===== src/rtl/dma_arb_pkg.sv =====
package dma_arb_pkg;
  localparam int REG_W    = 8;
  localparam int LVL_W    = 2;
  localparam int SUSP_BIT = 7;
  localparam int NOPE_BIT = 6;
  localparam int PAD_W    = REG_W - 2 - LVL_W;

  typedef struct packed {
    logic             susp_ok;
    logic             no_pre;
    logic [LVL_W-1:0] level;
  } chan_cfg_t;

  function automatic chan_cfg_t unpack_byte(input logic [REG_W-1:0] b);
    chan_cfg_t c;
    c.susp_ok = b[SUSP_BIT];
    c.no_pre  = b[NOPE_BIT];
    c.level   = b[LVL_W-1:0];
    return c;
  endfunction

  function automatic logic [REG_W-1:0] pack_byte(input chan_cfg_t c);
    return {c.susp_ok, c.no_pre, {PAD_W{1'b0}}, c.level};
  endfunction
endpackage


===== src/rtl/dma_arb_regs.sv =====
module dma_arb_regs
  import dma_arb_pkg::*;
#(
  parameter int NCH = 4,
  localparam int AW = $clog2(NCH)
) (
  input  logic                  clk,
  input  logic                  we,
  input  logic [AW-1:0]         addr,
  input  logic [REG_W-1:0]      wdata,
  output logic [REG_W-1:0]      rdata,
  output chan_cfg_t [NCH-1:0]   cfg,
  output logic                  dup
);
  logic [AW-1:0] sel;
  assign sel = AW'(NCH - 1) - addr;

  // setup bytes are left without reset: contents are undefined until written
  for (genvar g = 0; g < NCH; g++) begin : g_reg
    always_ff @(posedge clk) begin
      if (we && sel == AW'(g)) cfg[g] <= unpack_byte(wdata);
    end
  end

  assign rdata = pack_byte(cfg[sel]);

  always_comb begin
    dup = 1'b0;
    for (int i = 0; i < NCH; i++) begin
      for (int j = i + 1; j < NCH; j++) begin
        if (cfg[i].level == cfg[j].level) dup = 1'b1;
      end
    end
  end
endmodule


===== src/rtl/dma_arb_pick.sv =====
module dma_arb_pick
  import dma_arb_pkg::*;
#(
  parameter int NCH = 4,
  localparam int AW = $clog2(NCH)
) (
  input  chan_cfg_t [NCH-1:0] cfg,
  input  logic [NCH-1:0]      req,
  input  logic [AW-1:0]       act_ch,
  input  logic [AW-1:0]       ptr,
  output logic                fx_hit,
  output logic [AW-1:0]       fx_ch,
  output logic                rr_hit,
  output logic [AW-1:0]       rr_ch,
  output logic                pe_hit,
  output logic [AW-1:0]       pe_ch
);
  logic [LVL_W-1:0] fx_best, pe_best, act_lvl;
  logic [AW-1:0]    cand;
  logic             pe_raw;

  // fixed: largest level among requesters, lowest index on a tie
  always_comb begin
    fx_hit  = 1'b0;
    fx_ch   = '0;
    fx_best = '0;
    for (int i = 0; i < NCH; i++) begin
      if (req[i] && (!fx_hit || cfg[i].level > fx_best)) begin
        fx_hit  = 1'b1;
        fx_ch   = AW'(i);
        fx_best = cfg[i].level;
      end
    end
  end

  // rotating: first requester after the pointer, with wrap-around
  always_comb begin
    rr_hit = 1'b0;
    rr_ch  = '0;
    cand   = '0;
    for (int k = 1; k <= NCH; k++) begin
      cand = AW'((int'(ptr) + k) % NCH);
      if (!rr_hit && req[cand]) begin
        rr_hit = 1'b1;
        rr_ch  = cand;
      end
    end
  end

  // takeover: strongest unbarred requester above the active level
  always_comb begin
    act_lvl = cfg[act_ch].level;
    pe_raw  = 1'b0;
    pe_ch   = '0;
    pe_best = '0;
    for (int i = 0; i < NCH; i++) begin
      if (req[i] && AW'(i) != act_ch && !cfg[i].no_pre &&
          cfg[i].level > act_lvl && (!pe_raw || cfg[i].level > pe_best)) begin
        pe_raw  = 1'b1;
        pe_ch   = AW'(i);
        pe_best = cfg[i].level;
      end
    end
    pe_hit = pe_raw && cfg[act_ch].susp_ok;
  end
endmodule


===== src/rtl/dma_arb_ctrl.sv =====
module dma_arb_ctrl
  import dma_arb_pkg::*;
#(
  parameter int NCH = 4,
  localparam int AW = $clog2(NCH)
) (
  input  logic                clk,
  input  logic                rst_n,
  input  logic                rr_mode,
  input  logic                cfg_err,
  input  logic                done,
  input  chan_cfg_t [NCH-1:0] cfg,
  input  logic                fx_hit,
  input  logic [AW-1:0]       fx_ch,
  input  logic                rr_hit,
  input  logic [AW-1:0]       rr_ch,
  input  logic                pe_hit,
  input  logic [AW-1:0]       pe_ch,
  output logic                active,
  output logic [AW-1:0]       act_ch,
  output logic [AW-1:0]       ptr,
  output logic                preempt
);
  always_ff @(posedge clk or negedge rst_n) begin
    if (!rst_n) begin
      active  <= 1'b0;
      act_ch  <= '0;
      ptr     <= AW'(NCH - 1);
      preempt <= 1'b0;
    end else begin
      preempt <= 1'b0;
      if (cfg_err) begin
        active <= 1'b0;
      end else if (active) begin
        if (done) begin
          active <= 1'b0;
        end else if (!rr_mode && pe_hit) begin
          act_ch  <= pe_ch;
          ptr     <= pe_ch;
          preempt <= 1'b1;
        end
      end else if (rr_mode && rr_hit) begin
        active <= 1'b1;
        act_ch <= rr_ch;
        ptr    <= rr_ch;
      end else if (!rr_mode && fx_hit) begin
        active <= 1'b1;
        act_ch <= fx_ch;
        ptr    <= fx_ch;
      end
    end
  end

  logic [NCH-1:0] nope_vec, nope_prev;
  always_comb begin
    for (int i = 0; i < NCH; i++) nope_vec[i] = cfg[i].no_pre;
  end
  always_ff @(posedge clk) nope_prev <= nope_vec;

  AST_ERR_BLOCKS_GRANT: assert property (@(posedge clk) disable iff (!rst_n)
    cfg_err |=> !active);
  AST_LOCKED_KEEPS_GRANT: assert property (@(posedge clk) disable iff (!rst_n)
    (active && !done && !cfg_err && !cfg[act_ch].susp_ok) |=> (active && act_ch == $past(act_ch)));
  AST_BARRED_NEVER_TAKES: assert property (@(posedge clk) disable iff (!rst_n)
    preempt |-> !nope_prev[act_ch]);
  AST_PREEMPT_MOVES_GRANT: assert property (@(posedge clk) disable iff (!rst_n)
    preempt |-> (active && act_ch != $past(act_ch)));
  AST_ROTATE_NO_PREEMPT: assert property (@(posedge clk) disable iff (!rst_n)
    preempt |-> !$past(rr_mode));
  AST_GRANT_HOLDS: assert property (@(posedge clk) disable iff (!rst_n)
    ($past(active) && active && act_ch != $past(act_ch)) |-> preempt);
endmodule


===== src/rtl/dma_chan_arb.sv =====
module dma_chan_arb
  import dma_arb_pkg::*;
#(
  parameter int NCH = 4,
  localparam int AW = $clog2(NCH)
) (
  input  logic             clk,
  input  logic             rst_n,
  input  logic             cfg_we,
  input  logic [AW-1:0]    cfg_addr,
  input  logic [REG_W-1:0] cfg_wdata,
  output logic [REG_W-1:0] cfg_rdata,
  input  logic             rr_mode,
  input  logic [NCH-1:0]   req_in,
  input  logic             chan_done,
  output logic             grant_valid,
  output logic [AW-1:0]    grant_ch,
  output logic             preempt,
  output logic             cfg_err,
  output logic [NCH-1:0]   req_status
);
  chan_cfg_t [NCH-1:0] cfg;
  logic                dup;
  logic [NCH-1:0]      req_q;
  logic                fx_hit, rr_hit, pe_hit;
  logic [AW-1:0]       fx_ch, rr_ch, pe_ch, ptr;

  always_ff @(posedge clk or negedge rst_n) begin
    if (!rst_n) req_q <= '0;
    else        req_q <= req_in;
  end

  assign req_status = req_q;
  assign cfg_err    = dup && !rr_mode;

  dma_arb_regs #(.NCH(NCH)) u_regs (
    .clk(clk), .we(cfg_we), .addr(cfg_addr), .wdata(cfg_wdata),
    .rdata(cfg_rdata), .cfg(cfg), .dup(dup)
  );

  dma_arb_pick #(.NCH(NCH)) u_pick (
    .cfg(cfg), .req(req_q), .act_ch(grant_ch), .ptr(ptr),
    .fx_hit(fx_hit), .fx_ch(fx_ch), .rr_hit(rr_hit), .rr_ch(rr_ch),
    .pe_hit(pe_hit), .pe_ch(pe_ch)
  );

  dma_arb_ctrl #(.NCH(NCH)) u_ctrl (
    .clk(clk), .rst_n(rst_n), .rr_mode(rr_mode), .cfg_err(cfg_err),
    .done(chan_done), .cfg(cfg),
    .fx_hit(fx_hit), .fx_ch(fx_ch), .rr_hit(rr_hit), .rr_ch(rr_ch),
    .pe_hit(pe_hit), .pe_ch(pe_ch),
    .active(grant_valid), .act_ch(grant_ch), .ptr(ptr), .preempt(preempt)
  );

  AST_STATUS_FOLLOWS_REQ: assert property (@(posedge clk) disable iff (!rst_n)
    req_status == $past(req_in));
  AST_ROTATE_NO_ERR: assert property (@(posedge clk) disable iff (!rst_n)
    rr_mode |-> !cfg_err);
endmodule


===== config.mk =====
export PLATFORM = sky130hd
export DESIGN_NAME = dma_chan_arb
export DESIGN_NICKNAME = d
export VERILOG_FILES = /design/src/rtl/dma_arb_pkg.sv /design/src/rtl/dma_arb_regs.sv /design/src/rtl/dma_arb_pick.sv /design/src/rtl/dma_arb_ctrl.sv /design/src/rtl/dma_chan_arb.sv
export SDC_FILE = /design/constraint.sdc
export NUM_CORES = 1
export LEC_CHECK = 0
export BUFFER_PORTS_ARGS = -buffer_cell sky130_fd_sc_hd__buf_2
export CAP_MARGIN = 20
export CORE_ASPECT_RATIO = 2
export CORE_MARGIN = 4
export CORE_UTILIZATION = 45
export DETAILED_ROUTE_END_ITERATION = 8
export PLACE_DENSITY = 0.69
export SETUP_SLACK_MARGIN = 0.1
export SYNTH_ARGS = -nofsm -noshare
export SYNTH_HDL_FRONTEND = slang
export SYNTH_SLANG_ARGS = --single-unit

===== constraint.sdc =====
create_clock -name clk -period 6.26 [get_ports clk]
set_clock_uncertainty 0.15 [all_clocks]
set_input_delay 1.252 -clock clk [delete_from_list [all_inputs] [get_ports clk]]
set_output_delay 1.252 -clock clk [all_outputs]
set_load 0.03 [all_outputs]

---- Word level (Yosys, flattened, before mapping) ----
Cells that the tools add are included.
operators by class
  add/sub/neg operators ................... 5
  magnitude comparators ................... 16
  equality and inequality tests ........... 14
  multiplexer cells ....................... 60
  bitwise logic cells ..................... 1
  reduce and logical (&&, ||, !) cells .... 54
operators by type and width
  cell                                                                          number
  2-bit two-way mux                                                             19
  1-bit two-way mux                                                             33
  1-bit logical AND                                                             30
  2-bit greater-than comparator                                                 10
  2-bit by 3-bit less-than comparator with 1-bit output, second input constant  6
  4-bit binary-select mux with 2-bit select                                     2
  1-bit logical NOT                                                             14
  2-bit equality test                                                           6
  1-bit binary-select mux with 2-bit select                                     4
  4-bit two-way mux                                                             2
  1-bit logical OR                                                              6
  2-bit by 1-bit adder with 2-bit output, second input constant                 2
  2-bit adder, second input constant                                            2
  2-bit equality test, second input constant                                    2
  2-bit != test, first input constant                                           2
  2-bit != test, second input constant                                          2
  4-bit AND reduction                                                           1
  3-bit nonzero test                                                            1
  2-bit by 1-bit equality test with 1-bit output, second input constant         1
  2-bit logical NOT                                                             1
  1-bit by 2-bit != test with 1-bit output, first input constant                1
  2-bit nonzero test                                                            1
  2-bit subtractor, first input constant                                        1
  1-bit inverter                                                                1
word-level totals
  bits in registers ....................... 26
  input bits .............................. 19
  output and inout bits ................... 17
  word-level logic and storage cells ...... 167

---- Longest topological paths before layout ----
Gate-level depths: netlist (run 1).
  depth after elaboration ................. 23
  mapped depth ............................ 26
  depth with buffers taken out ............ 25

---- Cells and area by module ----
From an unflattened synthesis (run 1), not the netlist that was laid out.
unflattened totals
  cell total of the unflattened synthesis .. 192
  area total of the unflattened synthesis .. 2093.3 µm²
modules (own cells, without submodules)
  module        times used  cells an instance  area an instance (µm²)  sequential area each (µm²)
  dma_arb_pick  1           111                877.1                   0.0
  dma_arb_regs  1           48                 777.0                   480.5
  dma_arb_ctrl  1           28                 325.3                   152.6
  dma_chan_arb  1           5                  113.9                   100.1

---- Least setup slack after synthesis (run 1) ----
Ideal clock, no wire load.
  kind .................................... register -> register
  start point ............................. reg u_ctrl.act_ch[1]
  end point ............................... reg u_ctrl.act_ch[0]
  library setup time ...................... 0.118 ns
  arrival time ............................ 5.391 ns
  data required time ...................... 5.992 ns
  setup slack ............................. 0.601 ns
  stages on the path, launching flop included .. 25
  buffers on the path ..................... 1
  clock period less this slack ............ 5.659 ns
  cell sequence ........................... dfrtp_1 buf_2 mux4_1 inv_1 ha_1 nor2b_1 o211ai_1 nor2_1 ha_1 nand2_1 o21ai_0 a21oi_1 mux2_2 ha_1 nand2_1 o21ai_0 a21oi_1 mux2_2 ha_1 nor2b_1 a2bb2oi_1 a31o_1 a221oi_1 a2111oi_2 a21o_1
between the ends
  cells in the longest elaborated chain, start to end .. 21
  elaborated cells on any way between the ends .. 51
  those cells by class .................... 7 x order compare; 4 x eq/ne; 15 x mux; 25 x reduce/logical
ends and longest elaborated chain
  element                                                                          line                                                        RTL
  start: declaration                                                               dma_arb_ctrl.sv:20                                          output logic [AW-1:0] act_ch,
  start signal: assignment                                                         dma_arb_ctrl.sv:38                                          act_ch <= pe_ch;
  start signal: assignment                                                         dma_arb_ctrl.sv:44                                          act_ch <= rr_ch;
  start signal: assignment                                                         dma_arb_ctrl.sv:48                                          act_ch <= fx_ch;
  4-bit binary-select mux with 2-bit select or 2-bit nonzero test (tied branches)  dma_arb_pick.sv:52, dma_arb_pick.sv:64, dma_arb_pick.sv:57
  4-bit two-way mux (not written as such) or 1-bit logical AND (tied branches)     dma_arb_pick.sv:52, dma_arb_pick.sv:57
  2-bit greater-than comparator or 1-bit logical AND (tied branches)               dma_arb_pick.sv:58, dma_arb_pick.sv:57
  1-bit logical AND                                                                dma_arb_pick.sv:57                                          if (req[i] && AW'(i) != act_ch && !cfg[i].no_pre &&
  2-bit two-way mux or 1-bit two-way mux (tied branches)                           dma_arb_pick.sv:57
  2-bit greater-than comparator or 1-bit logical NOT (tied branches)               dma_arb_pick.sv:58                                          cfg[i].level > act_lvl && (!pe_raw || cfg[i].level > pe_best)) begin
  1-bit logical OR                                                                 dma_arb_pick.sv:58
  1-bit logical AND                                                                dma_arb_pick.sv:58
  [5 not listed]                                                                   n/a
  2-bit greater-than comparator or 1-bit logical NOT (tied branches)               dma_arb_pick.sv:58
  1-bit logical OR                                                                 dma_arb_pick.sv:58
  1-bit logical AND                                                                dma_arb_pick.sv:58
  1-bit two-way mux                                                                dma_arb_pick.sv:57
  1-bit logical AND                                                                dma_arb_pick.sv:64                                          pe_hit = pe_raw && cfg[act_ch].susp_ok;
  1-bit logical AND                                                                dma_arb_ctrl.sv:37                                          end else if (!rr_mode && pe_hit) begin
  2-bit != test (no source line)                                                   n/a
  4-bit AND reduction (no source line)                                             n/a
Parallel ways exist; a longest one is shown, timed or not. The select of a mux whose other input is x is not followed.
A chain may end at the register's enable or synchronous reset.

---- Worst setup path after layout (run 1) ----
Ends and elaborated chain as after synthesis.

==> impl_metrics.json, run 1 <==
{
  "die_h_um": 104,
  "worstSetupEndpoint": "u_ctrl.act_ch[0]",
  "area_delta_synth_final_pct": 11.5,
  "synth.area.mux_share": 0.109,
  "drcViolationCount": 0,
  "p_leak_nw": 1.07,
  "synthSimpleGateAreaFrac": 0.120,
  "cts_sinks": 26,
  "synthCells": 201,
  "nets": 267,
  "whs_ns": 0.370,
  "drt-initial-drc-count": 43,
  "worstSetupPathType": "register to register",
  "synth_area_um2": 2090,
  "first_pass_iters": 4,
  "ys_async_sr_fraction": 0.385,
  "r2r-start": "u_ctrl.act_ch[1]",
  "cts_hold_buf": 0,
  "setup_tns_ns": 0,
  "diodes": 0,
  "synth_top_area_share": 0.230,
  "die-area_um2": 5870,
  "ys_warn_count": 0,
  "ys_seq_area_frac": 0.350,
  "vias": 1609,
  "antenna_found_initial": 0,
  "p_per_area_nw_per_um2": 283,
  "cp-end-kind": "register",
  "ff2ff_setup_slack_ns": 0.59,
  "use_met2": 0.338,
  "synthFlopType": "edfxtp_1",
  "synth_compound_area_frac": 0.168,
  "cts_buffers": 3,
  "drv_slew": 0,
  "critPathMaxFanout": 4,
  "synth_area_leaders": "edfxtp_1 (23%), ha_1 (12%), dfrtp_1 (9.6%)",
  "fp.dieW_um": 56.2,
  "cp-startpoint": "u_ctrl.act_ch[1]",
  "grt_use_total": 0.173,
  "synth_top_family_by_area": "compound AO/OA/AOI/OAI gates",
  "rsz0062_at_grt": "false",
  "htreeDepth": 1,
  "gp_congestion": 0.855,
  "wire_per_inst_um": 16.5,
  "grt_pass1_wl_um": 8020,
  "row_count": 34,
  "core_um2": 4420,
  "viasPerCell": 5.73,
  "fillers": 429,
  "io_pins": 36,
  "start_kind": "register",
  "r2r_end": "u_ctrl.act_ch[0]",
  "use_met3": 0.0124,
  "synth_largest_area_cell": "edfxtp_1",
  "finalHoldViolations": 0,
  "grt-ovfl-total": 0,
  "maxCapViolations": 0,
  "min_path_type": "register to register",
  "wirelength_um": 4630,
  "numPortBuffers": 27,
  "synthDistinctLibCells": 48,
  "period_needed_ns": 5.67,
  "synth_xor_area_frac": 0.0502,
  "max_slew_margin": 0.503,
  "clock_path_buffers": 2,
  "synth_fa_ha_area_frac": 0.120,
  "path_clk_slew_ns": 0.08,
  "r2r_cells": 25,
  "grt_max_degree": 16,
  "max-vdd-ir-drop_mv": 0.233,
  "layout-drive-gt1-share": 0.233,
  "clockRootBuffer": "clkbuf_8",
  "final_cell_mix": "buf_2 (27), ha_1 (20), edfxtp_1 (16)",
  "ys_ff_latch": 26,
  "post-route-period-util": 0.906,
  "fmax_mhz": 176,
  "hpwl_um": 3800,
  "synth_edf_count": 16,
  "tightest_slew_ns": 0.744,
  "grtUsageMet1": 0.175,
  "finalSetupViolations": 0,
  "clk_latency_ns": 0.27,
  "layout_commonest_cell": "buf_2",
  "cp_data_required_time_ns": 6.33,
  "avgSynthCellArea_um2": 10.4,
  "cts_tree": "built",
  "cp_data_arrival_time_ns": 5.74,
  "antenna_left": 0,
  "grt_pass1_vias": 1641,
  "outcome": "finished, final reports clean",
  "busiest_layer": "met2",
  "initial_core_util": 0.473
}
[routing by layer]
layer | part of all wire | wire length [um]
met5 | 0 | 0
met4 | 0.034 | 158
met3 | 0.024 | 109
met2 | 0.59 | 2730
met1 | 0.35 | 1630
[timing repair]
action / CTS / global route
setup endpoints to repair: 0 / 2
setup buffers: 0 / 1
resized for setup: 0 / 0
[synth_stat cells, drive strengths merged, types with 4 or more instances]
cell type / number
ha: 20
edfxtp: 16
buf: 15
inv: 15
nand2: 13
nor2b: 13
xor2: 12
nor2: 10
dfrtp: 8
a21oi: 7
mux4: 7
o211ai: 7
o21ai: 5
a21o: 4
[power by group]
group          internal (mW)  total, mW  switching [mW]  leakage [nW]
clock                 0.0696      0.121          0.0510        0.0339
combinational          0.139      0.302           0.164         0.768
sequential             0.208      0.238          0.0301         0.265
total                  0.416      0.661           0.245          1.07
[cells by family (layout without fill, tap and decap cells)]
group / after synthesis / count (layout)
simple gates: 49 / 49
compound gates: 47 / 47
buf+inv: 33 / 56
flops: 26 / 26
fa+ha+maj: 20 / 20
mux: 13 / 13
xor+xnor: 12 / 12
other cells: 1 / 4
[state kept, by name, summed over array words and instances, names as in the netlist]
signal / flops
u_ctrl.act_ch: 2
u_ctrl.active: 1
u_ctrl.preempt: 1
u_ctrl.ptr: 2
req_status: 4
u_regs.cfg: 16
[layout make-up]
cell class	instances	area [um2]	area share
tap	54	67.6	0.0289
sequential	26	733	0.314
multi-input combinational	145	1200	0.514
timing repair buffer	37	210	0.0900
clock buffer	4	66.3	0.0284
inverter	15	56.3	0.0241
[worst max-delay path, stage by stage, from the launching register on]
cell and delay (ns):
dfrtp_1 0.41, mux4_1 0.57, inv_1 0.15, ha_1 0.26, a2bb2oi_1 0.22, o211a_1 0.20, nand2_1 0.09, ha_1 0.30
nor2b_1 0.13, o21ai_0 0.17, a21oi_1 0.12, buf_4 0.18, nor2_1 0.09, a21oi_1 0.06, ha_1 0.29, nor2b_1 0.12
o21ai_0 0.11, a21oi_1 0.23, mux2_2 0.36, ha_1 0.29, nor2b_1 0.14, a2bb2oi_1 0.28, a31o_1 0.14, a221oi_1 0.08
a2111oi_2 0.37, a21o_1 0.13
[how the worst min path moves through the flow]
stage | start | end | slack (ns) | cells past startpoint
2_1_floorplan | u_ctrl.ptr[0] | u_ctrl.ptr[0] | 0.37 | 1
3_3_place_gp | u_ctrl.ptr[1] | u_ctrl.ptr[1] | 0.37 | 2
3_5_place_dp | u_ctrl.ptr[1] | u_ctrl.ptr[1] | 0.36 | 2
4_1_cts | u_ctrl.ptr[1] | u_ctrl.ptr[1] | 0.37 | 2
5_1_grt | u_ctrl.ptr[1] | u_ctrl.ptr[1] | 0.40 | 2
6_report | u_ctrl.ptr[1] | u_ctrl.ptr[1] | 0.37 | 2
[metrics by stage]
stage | setup WS [ns] | util | power, mW | std cells | instance area, um2
finish | 0.590 | 0.528 | 0.661 | 281 | 2330
global placement | 0.637 | 0.511 | 0.535 | 276 | 2260
CTS | 0.623 | 0.526 | 0.660 | 280 | 2330
global route | 0.141 | 0.528 | 0.713 | 281 | 2330
floorplan | 0.601 | - | 0.467 | 204 | 2100
detailed placement | 0.651 | 0.511 | 0.543 | 276 | 2260
Note: power is estimated with default switching activity, not from simulation.
==> inputs of run 2 (changes only) <==
--- a/config.mk
+++ b/config.mk
@@ -10,6 +10,7 @@
 export CORE_ASPECT_RATIO = 2
 export CORE_MARGIN = 4
 export CORE_UTILIZATION = 45
+export CTS_BUF_LIST = sky130_fd_sc_hd__clkbuf_8
 export DETAILED_ROUTE_END_ITERATION = 8
 export PLACE_DENSITY = 0.69
 export SETUP_SLACK_MARGIN = 0.1
==> run 2 against run 1 <==
Power increased by 1.9%. Utilization rose by 0.11 points. Highest routed layer unchanged. Final cell count unchanged. Non-clock buffer count unchanged. Sequential power is essentially flat. Via count is 0.99% lower. Fmax up 0.86%. Combinational power is essentially flat. Largest cell class unchanged. Setup slack gained 0.049 ns. Critical path depth did not move.
==> impl_metrics.json, run 2 (same netlist as run 1, synthesis figures left out) <==
{
  "r2r_cells": 25,
  "min_path_type": "register to register",
  "antenna_found_initial": 0,
  "initial_core_util": 0.473,
  "cp_common_cell": "ha_1",
  "critPathMaxFanout": 4,
  "cts_tree": "built",
  "top_layer_used": "met4",
  "htreeDepth": 1,
  "start_kind": "register",
  "grt_pass1_wl_um": 8020,
  "max_stage_delay_ns": 0.57,
  "wire_per_inst_um": 16.3,
  "cts_hold_buf": 0,
  "finalSetupViolations": 0,
  "crit_slowest_cell": "mux4_1",
  "setup_tns_ns": 0,
  "cp_data_arrival_time_ns": 5.69,
  "final_cell_mix": "buf_2 (27), ha_1 (20), edfxtp_1 (16)",
  "die_h_um": 104,
  "core_um2": 4420,
  "worstSetupEndpoint": "u_ctrl.act_ch[0]",
  "layout-drive-gt1-share": 0.233,
  "drt-initial-drc-count": 42,
  "area_delta_synth_final_pct": 11.8,
  "wl_met2_um": 2730,
  "cp-startpoint": "u_ctrl.act_ch[1]",
  "grt-ovfl-total": 0,
  "numPortBuffers": 27,
  "period_needed_ns": 5.62,
  "r2r-start": "u_ctrl.act_ch[1]",
  "wirelength_um": 4580,
  "r2r_end": "u_ctrl.act_ch[0]",
  "hold_depth": 2,
  "postPlaceCellArea_um2": 2260,
  "rsz0062_at_grt": "false",
  "fp.dieW_um": 56.2,
  "viasPerCell": 5.67,
  "cts_sinks": 26,
  "clk_latency_ns": 0.27,
  "cp.depth": 25,
  "hpwl_um": 3800,
  "io_pins": 36,
  "gp_congestion": 0.855,
  "fmax_mhz": 178,
  "max_slew_margin": 0.506,
  "worstSetupPathType": "register to register",
  "post-route-period-util": 0.898,
  "p_leak_nw": 1.07,
  "largest_register_ff_count": 16,
  "clock_path_buffers": 2,
  "first_pass_iters": 4,
  "maxCapViolations": 0,
  "p_per_area_nw_per_um2": 288,
  "path_delay_family": "compound AO/OA/AOI/OAI gates",
  "met3_length_um": 99,
  "crit_buf_inv": 2,
  "tightest_slew_ns": 0.740,
  "fin_area_um2": 2340,
  "cts.repair.resized": 0,
  "die-area_um2": 5870,
  "drcViolationCount": 0,
  "vias": 1593,
  "grt_use_total": 0.173,
  "antenna_left": 0,
  "outcome": "finished, final reports clean",
  "nets": 267,
  "grt_max_degree": 16,
  "clockRootBuffer": "clkbuf_8",
  "cp_data_required_time_ns": 6.33,
  "path_clk_slew_ns": 0.08,
  "ff2ff_setup_slack_ns": 0.64,
  "finalHoldViolations": 0,
  "top_register": "u_regs.cfg",
  "row_count": 34,
  "cp-end-kind": "register",
  "max-vdd-ir-drop_mv": 0.249,
  "cts_buffers": 3,
  "grt_pass1_vias": 1643,
  "diodes": 0,
  "layout_commonest_cell": "buf_2",
  "drv_slew": 0,
  "wl_met1_um": 1610
}
run 2: cell types whose count changed in the layout (fill, tap and decap cells not counted), sizes merged:
cell / previous run / this run
bufinv: 0 / 1
clkbuf: 4 / 3
run 2: worst min path at each step:
stage	end	start	slack (ns)
after CTS	u_ctrl.ptr[1]	u_ctrl.ptr[1]	0.37
final	u_ctrl.ptr[1]	u_ctrl.ptr[1]	0.37
after detailed placement	u_ctrl.ptr[1]	u_ctrl.ptr[1]	0.36
after floorplan	u_ctrl.ptr[0]	u_ctrl.ptr[0]	0.37
after global placement	u_ctrl.ptr[1]	u_ctrl.ptr[1]	0.37
after global routing	u_ctrl.ptr[1]	u_ctrl.ptr[1]	0.40
run 2: cell type report:
| class | count | area [um2] |
|---|---|---|
| fillers | 428 | 2080 |
| multi-input cells | 145 | 1200 |
| flip-flops and latches | 26 | 733 |
| repair buffers | 37 | 210 |
| well taps | 54 | 67.6 |
| inverters | 15 | 56.3 |
| clock buffers | 3 | 41.3 |
| clock inverters | 1 | 30.0 |
run 2: what timing repair did:
action                     CTS  global route
setup endpoints to repair    0             2
buffers inserted             0             1
hold endpoints to repair     0             0
run 2: worst min-delay path, cell delays in order (launching register included):
cell and delay, ns:
dfstp_2 0.41, inv_1 0.06, mux2i_1 0.06
run 2: stage by stage:
stage	utilization	hold slack (ns)	power, mW	instances	setup WS [ns]
floorplan	-	0.370	0.467	204	0.601
global placement	0.511	0.365	0.535	276	0.637
detailed placement	0.511	0.361	0.543	276	0.651
CTS	0.527	0.373	0.676	280	0.623
global route	0.529	0.398	0.728	281	0.141
finish	0.529	0.370	0.674	281	0.639
run 2: power by group:
part           internal (mW)  switching (mW)
combinational          0.139           0.163
clock                 0.0856          0.0490
sequential             0.208          0.0299
total                  0.432           0.242
run 2: layer usage:
| metal | up-vias | GRT usage |
|---|---|---|
| met5 | - | 0 |
| met4 | 0 | 0.0815 |
| met3 | 9 | 0.0124 |
| met2 | 28 | 0.338 |
| met1 | 773 | 0.175 |
| li1 | 783 | - |
